===== config.mk =====
export PLATFORM = sky130hd
export DESIGN_NAME = legacy_route_dec
export DESIGN_NICKNAME = d
export VERILOG_FILES = /design/src/rtl/lrd_pkg.sv /design/src/rtl/lrd_attr_regs.sv /design/src/rtl/lrd_seg_lookup.sv /design/src/rtl/lrd_route_stage.sv /design/src/rtl/legacy_route_dec.sv
export SDC_FILE = /design/constraint.sdc
export NUM_CORES = 1
export LEC_CHECK = 0
export CAP_MARGIN = 20
export CORE_UTILIZATION = 25
export CTS_BUF_LIST = sky130_fd_sc_hd__clkbuf_4 sky130_fd_sc_hd__clkbuf_8
export DETAILED_ROUTE_END_ITERATION = 8
export DONT_BUFFER_PORTS = 1
export SYNTH_ARGS = -nofsm -noshare
export SYNTH_HDL_FRONTEND = slang
export SYNTH_SLANG_ARGS = --single-unit

===== constraint.sdc =====
create_clock -name clk -period 5 [get_ports clk]
set_input_delay 1.25 -clock clk [delete_from_list [all_inputs] [get_ports clk]]
set_output_delay 1.25 -clock clk [all_outputs]
set_load 0.1 [all_outputs]

===== src/rtl/lrd_pkg.sv =====
// Shared types for the legacy attribute steering decoder.
// Assumes byte-wide configuration registers and two-bit segment fields.
package lrd_pkg;
    localparam int unsigned CFG_DW = 8;

    // Segment field: bit 0 read-enable, bit 1 write-enable
    typedef logic [1:0] attr_t;

    typedef enum logic [1:0] {
        ATTR_OFF = 2'b00,
        ATTR_RD  = 2'b01,
        ATTR_WR  = 2'b10,
        ATTR_RW  = 2'b11
    } attr_e;
endpackage


===== src/rtl/lrd_attr_regs.sv =====
// Attribute register file. Register 0 keeps one field (bits 5:4); the others
// keep two (bits 5:4 and 1:0). Unkept bits read as zero. Assumes offsets
// BASE_OFS .. BASE_OFS+NUM_REGS-1 fit inside the OFS_W range.
module lrd_attr_regs
    import lrd_pkg::*;
#(
    parameter int unsigned NUM_REGS = 7,
    parameter int unsigned OFS_W    = 8,
    parameter logic [OFS_W-1:0] BASE_OFS = 8'h90
) (
    input  logic                       clk,
    input  logic                       rst_n,
    input  logic                       cfg_we,
    input  logic [OFS_W-1:0]           cfg_ofs,
    input  logic [CFG_DW-1:0]          cfg_wdata,
    output logic [CFG_DW-1:0]          cfg_rdata,
    output logic [NUM_REGS-1:0][1:0]   fld_lo,
    output logic [NUM_REGS-1:0][1:0]   fld_hi
);
    logic [OFS_W-1:0] rel_ofs;
    logic             ofs_hit;
    logic             unused_rsvd;

    // Offset relative to the first register and range check
    assign rel_ofs = cfg_ofs - BASE_OFS;
    assign ofs_hit = (cfg_ofs >= BASE_OFS) && (rel_ofs < OFS_W'(NUM_REGS));

    // Reserved write data bits are dropped on purpose
    assign unused_rsvd = ^{cfg_wdata[7:6], cfg_wdata[3:2]};

    for (genvar i = 0; i < NUM_REGS; i++) begin : g_reg
        logic wr_sel;
        assign wr_sel = cfg_we && ofs_hit && (rel_ofs == OFS_W'(i));

        // Upper field storage, present in every register
        always_ff @(posedge clk) begin
            if (!rst_n)      fld_hi[i] <= 2'b00;
            else if (wr_sel) fld_hi[i] <= cfg_wdata[5:4];
        end

        if (i == 0) begin : g_top_only
            assign fld_lo[i] = 2'b00;
        end else begin : g_pair
            // Lower field storage, only in paired registers
            always_ff @(posedge clk) begin
                if (!rst_n)      fld_lo[i] <= 2'b00;
                else if (wr_sel) fld_lo[i] <= cfg_wdata[1:0];
            end
        end

        // a register not addressed by a write keeps its value
        assert_hold_unwritten_R2: assert property (@(posedge clk) disable iff (!rst_n)
            !(cfg_we && cfg_ofs == BASE_OFS + OFS_W'(i)) |=> $stable(fld_hi[i]) && $stable(fld_lo[i]));
    end

    // Read mux over the addressed register
    always_comb begin
        cfg_rdata = '0;
        for (int i = 0; i < NUM_REGS; i++) begin
            if (ofs_hit && rel_ofs == OFS_W'(i))
                cfg_rdata = {2'b00, fld_hi[i], 2'b00, fld_lo[i]};
        end
    end

    // reserved positions always read zero
    assert_rsvd_zero_R3: assert property (@(posedge clk) disable iff (!rst_n)
        cfg_rdata[7:6] == 2'b00 && cfg_rdata[3:2] == 2'b00);
    // top register never shows a lower field
    assert_top_lo_zero_R3: assert property (@(posedge clk) disable iff (!rst_n)
        (cfg_ofs == BASE_OFS) |-> cfg_rdata[1:0] == 2'b00);
endmodule


===== src/rtl/lrd_seg_lookup.sv =====
// Address to segment lookup. The lower part of the window is cut into
// 2*(NUM_REGS-1) segments of 2**SEG_SH bytes from WIN_BASE; a single segment
// of 2**TOP_SH bytes follows. Assumes ADDR_W is wide enough for the window end.
module lrd_seg_lookup
    import lrd_pkg::*;
#(
    parameter int unsigned NUM_REGS = 7,
    parameter int unsigned ADDR_W   = 32,
    parameter int unsigned SEG_SH   = 14,
    parameter int unsigned TOP_SH   = 16,
    parameter logic [ADDR_W-1:0] WIN_BASE = 32'h000C_0000
) (
    input  logic [ADDR_W-1:0]          req_addr,
    input  logic [NUM_REGS-1:0][1:0]   fld_lo,
    input  logic [NUM_REGS-1:0][1:0]   fld_hi,
    output logic                       in_map,
    output attr_t                      attr
);
    localparam int unsigned N_SMALL = 2 * (NUM_REGS - 1);
    localparam logic [ADDR_W-1:0] TOP_BASE = WIN_BASE + (ADDR_W'(N_SMALL) << SEG_SH);
    localparam logic [ADDR_W-1:0] WIN_END  = TOP_BASE + (ADDR_W'(1) << TOP_SH);

    logic              in_small;
    logic              in_top;
    logic [ADDR_W-1:0] seg_idx;

    // Window classification
    assign in_small = (req_addr >= WIN_BASE) && (req_addr < TOP_BASE);
    assign in_top   = (req_addr >= TOP_BASE) && (req_addr < WIN_END);
    assign in_map   = in_small || in_top;
    assign seg_idx  = (req_addr - WIN_BASE) >> SEG_SH;

    // Field selection for the hit segment
    always_comb begin
        attr = ATTR_OFF;
        if (in_top) attr = fld_hi[0];
        for (int r = 1; r < NUM_REGS; r++) begin
            if (in_small && seg_idx == ADDR_W'(2 * (r - 1))) attr = fld_lo[r];
            if (in_small && seg_idx == ADDR_W'(2 * r - 1))   attr = fld_hi[r];
        end
    end
endmodule


===== src/rtl/lrd_route_stage.sv =====
// Registered routing decision. Out-of-window cycles go to DRAM; in-window
// cycles follow the segment attribute. Assumes attribute and window flag are
// stable combinational inputs during a request cycle.
module lrd_route_stage
    import lrd_pkg::*;
(
    input  logic  clk,
    input  logic  rst_n,
    input  logic  req_valid,
    input  logic  req_is_write,
    input  logic  req_from_dn,
    input  logic  in_map,
    input  attr_t attr,
    output logic  rsp_valid,
    output logic  rsp_to_dram,
    output logic  rsp_hazard
);
    logic dram_nxt;
    logic haz_nxt;

    // Decision from direction and enable bits
    always_comb begin
        dram_nxt = 1'b1;
        haz_nxt  = 1'b0;
        if (in_map) begin
            dram_nxt = req_is_write ? attr[1] : attr[0];
            haz_nxt  = req_from_dn && (attr != ATTR_RW);
        end
    end

    // Response register, cleared when no request was presented
    always_ff @(posedge clk) begin
        if (!rst_n) begin
            rsp_valid   <= 1'b0;
            rsp_to_dram <= 1'b0;
            rsp_hazard  <= 1'b0;
        end else begin
            rsp_valid   <= req_valid;
            rsp_to_dram <= req_valid && dram_nxt;
            rsp_hazard  <= req_valid && haz_nxt;
        end
    end

    // a response follows exactly the cycles that carried a request
    assert_rsp_follows_req_R8: assert property (@(posedge clk) disable iff (!rst_n)
        req_valid |=> rsp_valid);
    assert_idle_quiet_R8: assert property (@(posedge clk) disable iff (!rst_n)
        !rsp_valid |-> !rsp_to_dram && !rsp_hazard);
    // a hazard always traces back to a downstream-originated request
    assert_hazard_from_dn_R7: assert property (@(posedge clk) disable iff (!rst_n)
        req_valid && !req_from_dn |=> !rsp_hazard);
endmodule


===== src/rtl/legacy_route_dec.sv =====
// Legacy memory attribute steering decoder, top level. Holds the attribute
// registers, looks up the segment of each request and registers the routing
// decision plus the downstream hazard flag. Assumes one request per cycle.
module legacy_route_dec
    import lrd_pkg::*;
#(
    parameter int unsigned NUM_REGS = 7,
    parameter int unsigned ADDR_W   = 32,
    parameter int unsigned OFS_W    = 8,
    parameter logic [OFS_W-1:0]  BASE_OFS = 8'h90,
    parameter logic [ADDR_W-1:0] WIN_BASE = 32'h000C_0000
) (
    input  logic              clk,
    input  logic              rst_n,
    input  logic              cfg_we,
    input  logic [OFS_W-1:0]  cfg_ofs,
    input  logic [7:0]        cfg_wdata,
    output logic [7:0]        cfg_rdata,
    input  logic              req_valid,
    input  logic [ADDR_W-1:0] req_addr,
    input  logic              req_is_write,
    input  logic              req_from_dn,
    output logic              rsp_valid,
    output logic              rsp_to_dram,
    output logic              rsp_hazard
);
    localparam int unsigned SEG_SH = 14;
    localparam int unsigned TOP_SH = 16;
    localparam logic [ADDR_W-1:0] WIN_END = WIN_BASE
        + (ADDR_W'(2 * (NUM_REGS - 1)) << SEG_SH) + (ADDR_W'(1) << TOP_SH);

    logic [NUM_REGS-1:0][1:0] fld_lo;
    logic [NUM_REGS-1:0][1:0] fld_hi;
    logic                     in_map;
    attr_t                    attr;

    lrd_attr_regs #(
        .NUM_REGS (NUM_REGS),
        .OFS_W    (OFS_W),
        .BASE_OFS (BASE_OFS)
    ) u_regs (
        .clk       (clk),
        .rst_n     (rst_n),
        .cfg_we    (cfg_we),
        .cfg_ofs   (cfg_ofs),
        .cfg_wdata (cfg_wdata),
        .cfg_rdata (cfg_rdata),
        .fld_lo    (fld_lo),
        .fld_hi    (fld_hi)
    );

    lrd_seg_lookup #(
        .NUM_REGS (NUM_REGS),
        .ADDR_W   (ADDR_W),
        .SEG_SH   (SEG_SH),
        .TOP_SH   (TOP_SH),
        .WIN_BASE (WIN_BASE)
    ) u_lookup (
        .req_addr (req_addr),
        .fld_lo   (fld_lo),
        .fld_hi   (fld_hi),
        .in_map   (in_map),
        .attr     (attr)
    );

    lrd_route_stage u_route (
        .clk          (clk),
        .rst_n        (rst_n),
        .req_valid    (req_valid),
        .req_is_write (req_is_write),
        .req_from_dn  (req_from_dn),
        .in_map       (in_map),
        .attr         (attr),
        .rsp_valid    (rsp_valid),
        .rsp_to_dram  (rsp_to_dram),
        .rsp_hazard   (rsp_hazard)
    );

    // addresses outside the window go to DRAM with no hazard
    assert_outside_dram_R6: assert property (@(posedge clk) disable iff (!rst_n)
        req_valid && (req_addr < WIN_BASE || req_addr >= WIN_END)
        |=> rsp_to_dram && !rsp_hazard);
endmodule


Yosys cells after proc, flatten, opt, wreduce, memory -nomap -nowiden
Index checks and enable logic that the tools add are counted.
{"block": "word_totals", "register_bits": 29, "latchBits": 0, "mem_bits_rw": 0, "rom_bits": 0, "input_bits": 54, "out_inout_bits": 11, "word_cells": 101, "memories": 0}
{"block": "classes", "add_sub_neg": 2, "mul": 0, "n_div": 0, "n_lt_le_gt_ge": 6, "eq_ne": 18, "n_shift": 0, "mux": 23, "bitwise_logic": 0, "n_reduce_logical": 36}
{"op": "== test 18 x 3 -> 1 bit (second input constant)", "count": 4}
{"op": "== test 18 x 4 -> 1 bit (second input constant)", "count": 4}
{"op": ">= comparator 32 x 20 -> 1 bit (second input constant)", "count": 2}
{"op": "two-way mux 6 bit", "count": 7}
{"op": "== test 18 x 2 -> 1 bit (second input constant)", "count": 2}
{"op": "logical AND 1 bit", "count": 33}
{"op": "logical NOT 32 bit", "count": 1}
{"op": "less-than comparator 32 x 20 -> 1 bit (second input constant)", "count": 1}
{"op": "less-than comparator 32 x 21 -> 1 bit (second input constant)", "count": 1}
{"op": "subtractor 32 x 20 -> 32 bit (second input constant)", "count": 1}
{"op": "two-way mux 2 bit", "count": 13}
{"op": "== test 8 x 3 -> 1 bit (second input constant)", "count": 3}
{"op": "== test 18 x 1 -> 1 bit (second input constant)", "count": 1}
{"op": "== test 8 x 2 -> 1 bit (second input constant)", "count": 2}
{"op": "== test 8 x 1 -> 1 bit (second input constant)", "count": 1}
{"op": ">= comparator 8 bit (second input constant)", "count": 1}
{"op": "logical NOT 8 bit", "count": 1}
{"op": "less-than comparator 8 x 3 -> 1 bit (second input constant)", "count": 1}
{"op": "subtractor 8 bit (second input constant)", "count": 1}
{"op": "two-way mux 1 bit", "count": 3}
{"op": "!= test 2 bit (second input constant)", "count": 1}
{"op": "logical OR 1 bit", "count": 1}

Longest topological paths before layout
{"block": "depth", "ltp_word": 19, "ltp_mapped": 7, "depth_no_buf": 5}

By module
From an unflattened synthesis, not the netlist that was laid out.
{"block": "hier_totals", "cells_unflattened": 209, "hier_area_um2": 1906.8}
{"module": "lrd_attr_regs", "n_inst": 1, "cells_per_inst": 139, "area_each_um2": 1371.3, "seq_area_each_um2": 520.5}
{"module": "lrd_seg_lookup", "n_inst": 1, "cells_per_inst": 62, "area_each_um2": 434.2, "seq_area_each_um2": 0.0}
{"module": "lrd_route_stage", "n_inst": 1, "cells_per_inst": 8, "area_each_um2": 101.3, "seq_area_each_um2": 60.1}

Worst setup path before layout
Ideal clock, no wire load.
{"block": "synth_timing", "path_kind": "input-to-output", "from": "input port cfg_ofs[1]", "to": "output port cfg_rdata[1]", "arrival_time_ps": 4100, "t_required_ps": 3750, "slack_ps": -350, "stages": 5, "n_path_buf": 1, "path_cell_list": "clkbuf_1 nand3b_1 o21ai_0 a21oi_1 o32ai_1"}
{"block": "synth_between", "elab_chain_cells": 10, "word_cells_on_any_way": 22, "classes_between": "add/sub (1); order compare (2); eq/ne (6); mux (6); reduce/logical (7)"}
{"element": "start: declaration", "line_no": "legacy_route_dec.sv:16", "text": "input logic [OFS_W-1:0] cfg_ofs,"}
{"element": "subtractor 8 bit", "line_no": "lrd_attr_regs.sv:25", "text": "assign rel_ofs = cfg_ofs - BASE_OFS;"}
{"element": "less-than comparator 8 x 3 -> 1 bit", "line_no": "lrd_attr_regs.sv:26", "text": "assign ofs_hit = (cfg_ofs >= BASE_OFS) && (rel_ofs < OFS_W'(NUM_REGS));"}
{"element": "logical AND 1 bit", "line_no": "lrd_attr_regs.sv:26"}
{"element": "logical AND 1 bit", "line_no": "lrd_attr_regs.sv:60", "text": "if (ofs_hit && rel_ofs == OFS_W'(i))"}
{"element": "two-way mux 6 bit (5 in a row)", "line_no": "lrd_attr_regs.sv:60"}
{"element": "two-way mux 6 bit (*)", "line_no": "lrd_attr_regs.sv:60"}
{"element": "end: declaration", "line_no": "legacy_route_dec.sv:18", "text": "output logic [7:0] cfg_rdata,"}
Every way passes the cells marked *; elsewhere a longest branch is shown, timed or not.

Final worst setup path
{"block": "layout_timing", "from": "input port cfg_ofs[3]", "to": "output port cfg_rdata[1]"}
The elaborated chain is that of the path after synthesis.

==> summary.md <==
| Metric | Value |
|---|---|
| DR iter-0 viols | `65` |
| Post-synth top area share | `0.301` |
| Layout Nets | `between 200 and 300` |
| Non-Filler Instances | `approximately 310` |
| Slew margin rel. | `0.307` |
| Reg area | `roughly 580 um^2` |
| Comb pwr share | `0.101` |
| Vias | `1600` |
| VDD IR-drop max | `0.0689 mV` |
| Worst-path clk slew | `approximately 0.07 ns` |
| Max clock buf depth | `2` |
| Die X-Extent | `roughly 90 um` |
| Hold Crit Class | `flop to flop` |
| Hold-fix buffers, CTS | `0` |
| Fin. Hold Viols | `0` |
| Post-CTS sizing | `0` |
| First-pass GRT wire length | `roughly 8000 um` |
| Commonest non-fill, non-tap cell in the layout | `mux2i_1` |
| Most frequent cells in the layout | `mux2i_1, dfxtp_1, nor2b_1` |
| Number of global-route vias before repair | `~1600` |
| Synth cell types | `59` |
| Max Cap Violations | `0` |
| Clk_lat worst skew | `approximately 0.29 ns` |
| Max-slew violations | `0` |
| Period utilization | `0.800` |
| Mapped cell area | `around 1900 um^2` |
| Fin worst setup slack | `1.00 ns` |
| Seq cells post-synth | `29` |
| DR pass1 iterations | `4` |
| Area leader, netlist | `dfxtp_1` |
| Post-CTS setup buffer count | `0` |
| Routed WL | `5040 um` |
| Proportion of synthesized area in mux cells | `0.200` |
| Starting density of the core | `0.261` |
| RSZ-0062 raised after global routing | `false` |
| Syn_area_per_cell | `about 9 um^2` |
| Antenna cells | `0` |
| Die area | `8060 um^2` |
| Worst-margin pin slew | `between 1 and 1.5 ns` |
| Die height | `89.8 um` |
| Fin crit period | `about 4.0 ns` |
| Hpwl dp | `3830 um` |
| CP Data Required Time | `around 3.8 ns` |
| Setup Viol. Count Final | `0` |
| PD cells | `around 230 nW/um^2` |
| Fmax achieved | `~250 MHz` |
| Placed cell count | `304` |
| Post-synth EDFFs | `0` |
| Total Power | `slightly below 500 uW` |
| Sequential fraction of the synthesis area | `0.301` |
| CTS Root Cell | `clkbuf_8` |
| Synth warnings | `0` |
| Post-Synth XOR/XNOR Area | `0.00455` |
| Remaining DRCs | `0` |
| Number of buffers created by CTS | `5` |
| Wire per inst | `~16 um` |
| Main synth FF type | `dfxtp_1` |
| Row cnt | `31` |
| Layout area overhead | `9.55%` |
| Status | `complete, no violations` |
| Fill cell count | `slightly above 800` |
| I/O pin count | `65` |
| Largest net degree at the start of global routing | `28` |
| CTS tree | `built` |
| Compound-Gate Fraction of Synth Area | `0.167` |
| Clock network power share | `0.406` |
| Number of port buffers | `0` |
| Placer Congestion | `around 0.8` |
| Area of the multi-input gates | `around 1300 um^2` |
| Area of the core | `about 7400 um^2` |
| Critical Path Sink Type | `primary output` |
| Sequential Power Share | `0.493` |
| Synth async-reset ratio | `0` |
| Crit path kind | `input pin to primary output` |
| Post-Place Worst Slack | `a little over 1 ns` |
| Critical Path AT | `between 2 and 3 ns` |
| Setup crit start kind | `input pin` |
| Final setup TNS | `0 ns` |
| Sw Share | `0.284` |
| Worst-case clock skew | `0.00579 ns` |
| Synthesized instance count | `between 200 and 250` |
| Post-Synth Adder-Cell Area | `0` |
| Grt ovf | `0` |
| Max Fanout on Critical Path | `5` |
| Detail Route Antenna Nets | `0` |
| Largest family of logic cells by synthesized area | `simple AND/OR/NAND/NOR gates` |
| Post-Synth Simple-Gate Area | `0.266` |
| P_sw | `around 140 uW` |
| Clock sinks | `29` |
| GRT Overall Usage | `0.130` |
| Share of layout cells above drive strength 1 | `0.136` |
| H-tree levels | `2` |
| Leakage power | `about 0.00067 uW` |
| Via density | `approximately 5.1` |
| Initial antenna violation count | `0` |
| Top post-synthesis cells by area | `dfxtp_1, mux2i_1, nor2b_1` |
| Fin util | `0.286` |
| Int Pwr | `347 uW` |
## final timing paths
path | slack (ns) | end | from | depth (start not counted)
max | 1.00 | cfg_rdata[1] | cfg_ofs[3] | 4
min | 0.53 | u_regs.fld_hi[10] | u_regs.fld_hi[10] | 2
max reg2reg | 3.45 | u_route.rsp_to_dram | u_regs.fld_lo[8] | 5
min reg2reg | 0.53 | u_regs.fld_hi[10] | u_regs.fld_hi[10] | 2
## worst max-delay path, stage by stage
cell and delay [ns]:
nand4bb_1 0.24, nor4_2 0.45, a2bb2oi_1 0.19, o32ai_4 0.61
## cell usage after synthesis (all sizes together), types with 5 or more instances
| cell | n |
|---|---|
| mux2i | 34 |
| dfxtp | 29 |
| nor2b | 28 |
| nor2 | 12 |
| buf | 11 |
| inv | 7 |
| nand2 | 7 |
| o21ai | 7 |
| nor3 | 5 |
| nor4 | 5 |
| o22ai | 5 |
## sequential cells by signal, summed over array words and instances, names as in the netlist
signal and count:
u_route.rsp_hazard 1, u_route.rsp_to_dram 1, u_route.rsp_valid 1, u_regs.fld_hi 14, u_regs.fld_lo 12
## through the flow
stage / cell area (um^2) / hold WS, ns
2_1_floorplan: 1940 / 0.492
3_3_place_gp: 2020 / 0.516
3_5_place_dp: 2020 / 0.520
4_1_cts: 2110 / 0.536
5_1_grt: 2110 / 0.560
6_report: 2110 / 0.533
## power by group through the flow
stage | combinational (uW) | clock [uW] | sequential (uW)
2_1_floorplan | 56.5 | 0 | 244
3_5_place_dp | 48.6 | 0 | 244
3_3_place_gp | 48.6 | 0 | 244
4_1_cts | 48.9 | 199 | 239
6_report | 49.1 | 197 | 239
5_1_grt | 52.4 | 210 | 239
## metal layers
metal,share of wire,wire length [um],track usage
met5,0,0,0
met4,0.011,53,0.0369
met2,0.44,2210,0.195
met1,0.48,2410,0.170
met3,0.073,367,0.0533
## layout make-up
type	instances	share of cell area
clock buffers	5	0.0326
well taps	99	0.0587
inverters	7	0.0124
clock inverters	3	0.00830
multi-input cells	166	0.602
flip-flops and latches	29	0.275
repair buffers	3	0.0107
## kinds of logic (layout without fill, tap and decap cells)
logic type,Yosys count,after routing
AND/OR/NAND/NOR,82,82
AO/OA/AOI/OAI,42,42
multiplexers,37,37
flip-flops,29,29
buffers and inverters,21,18
other,1,4
XOR/XNOR,1,1
(Power assumes the default switching activity.)
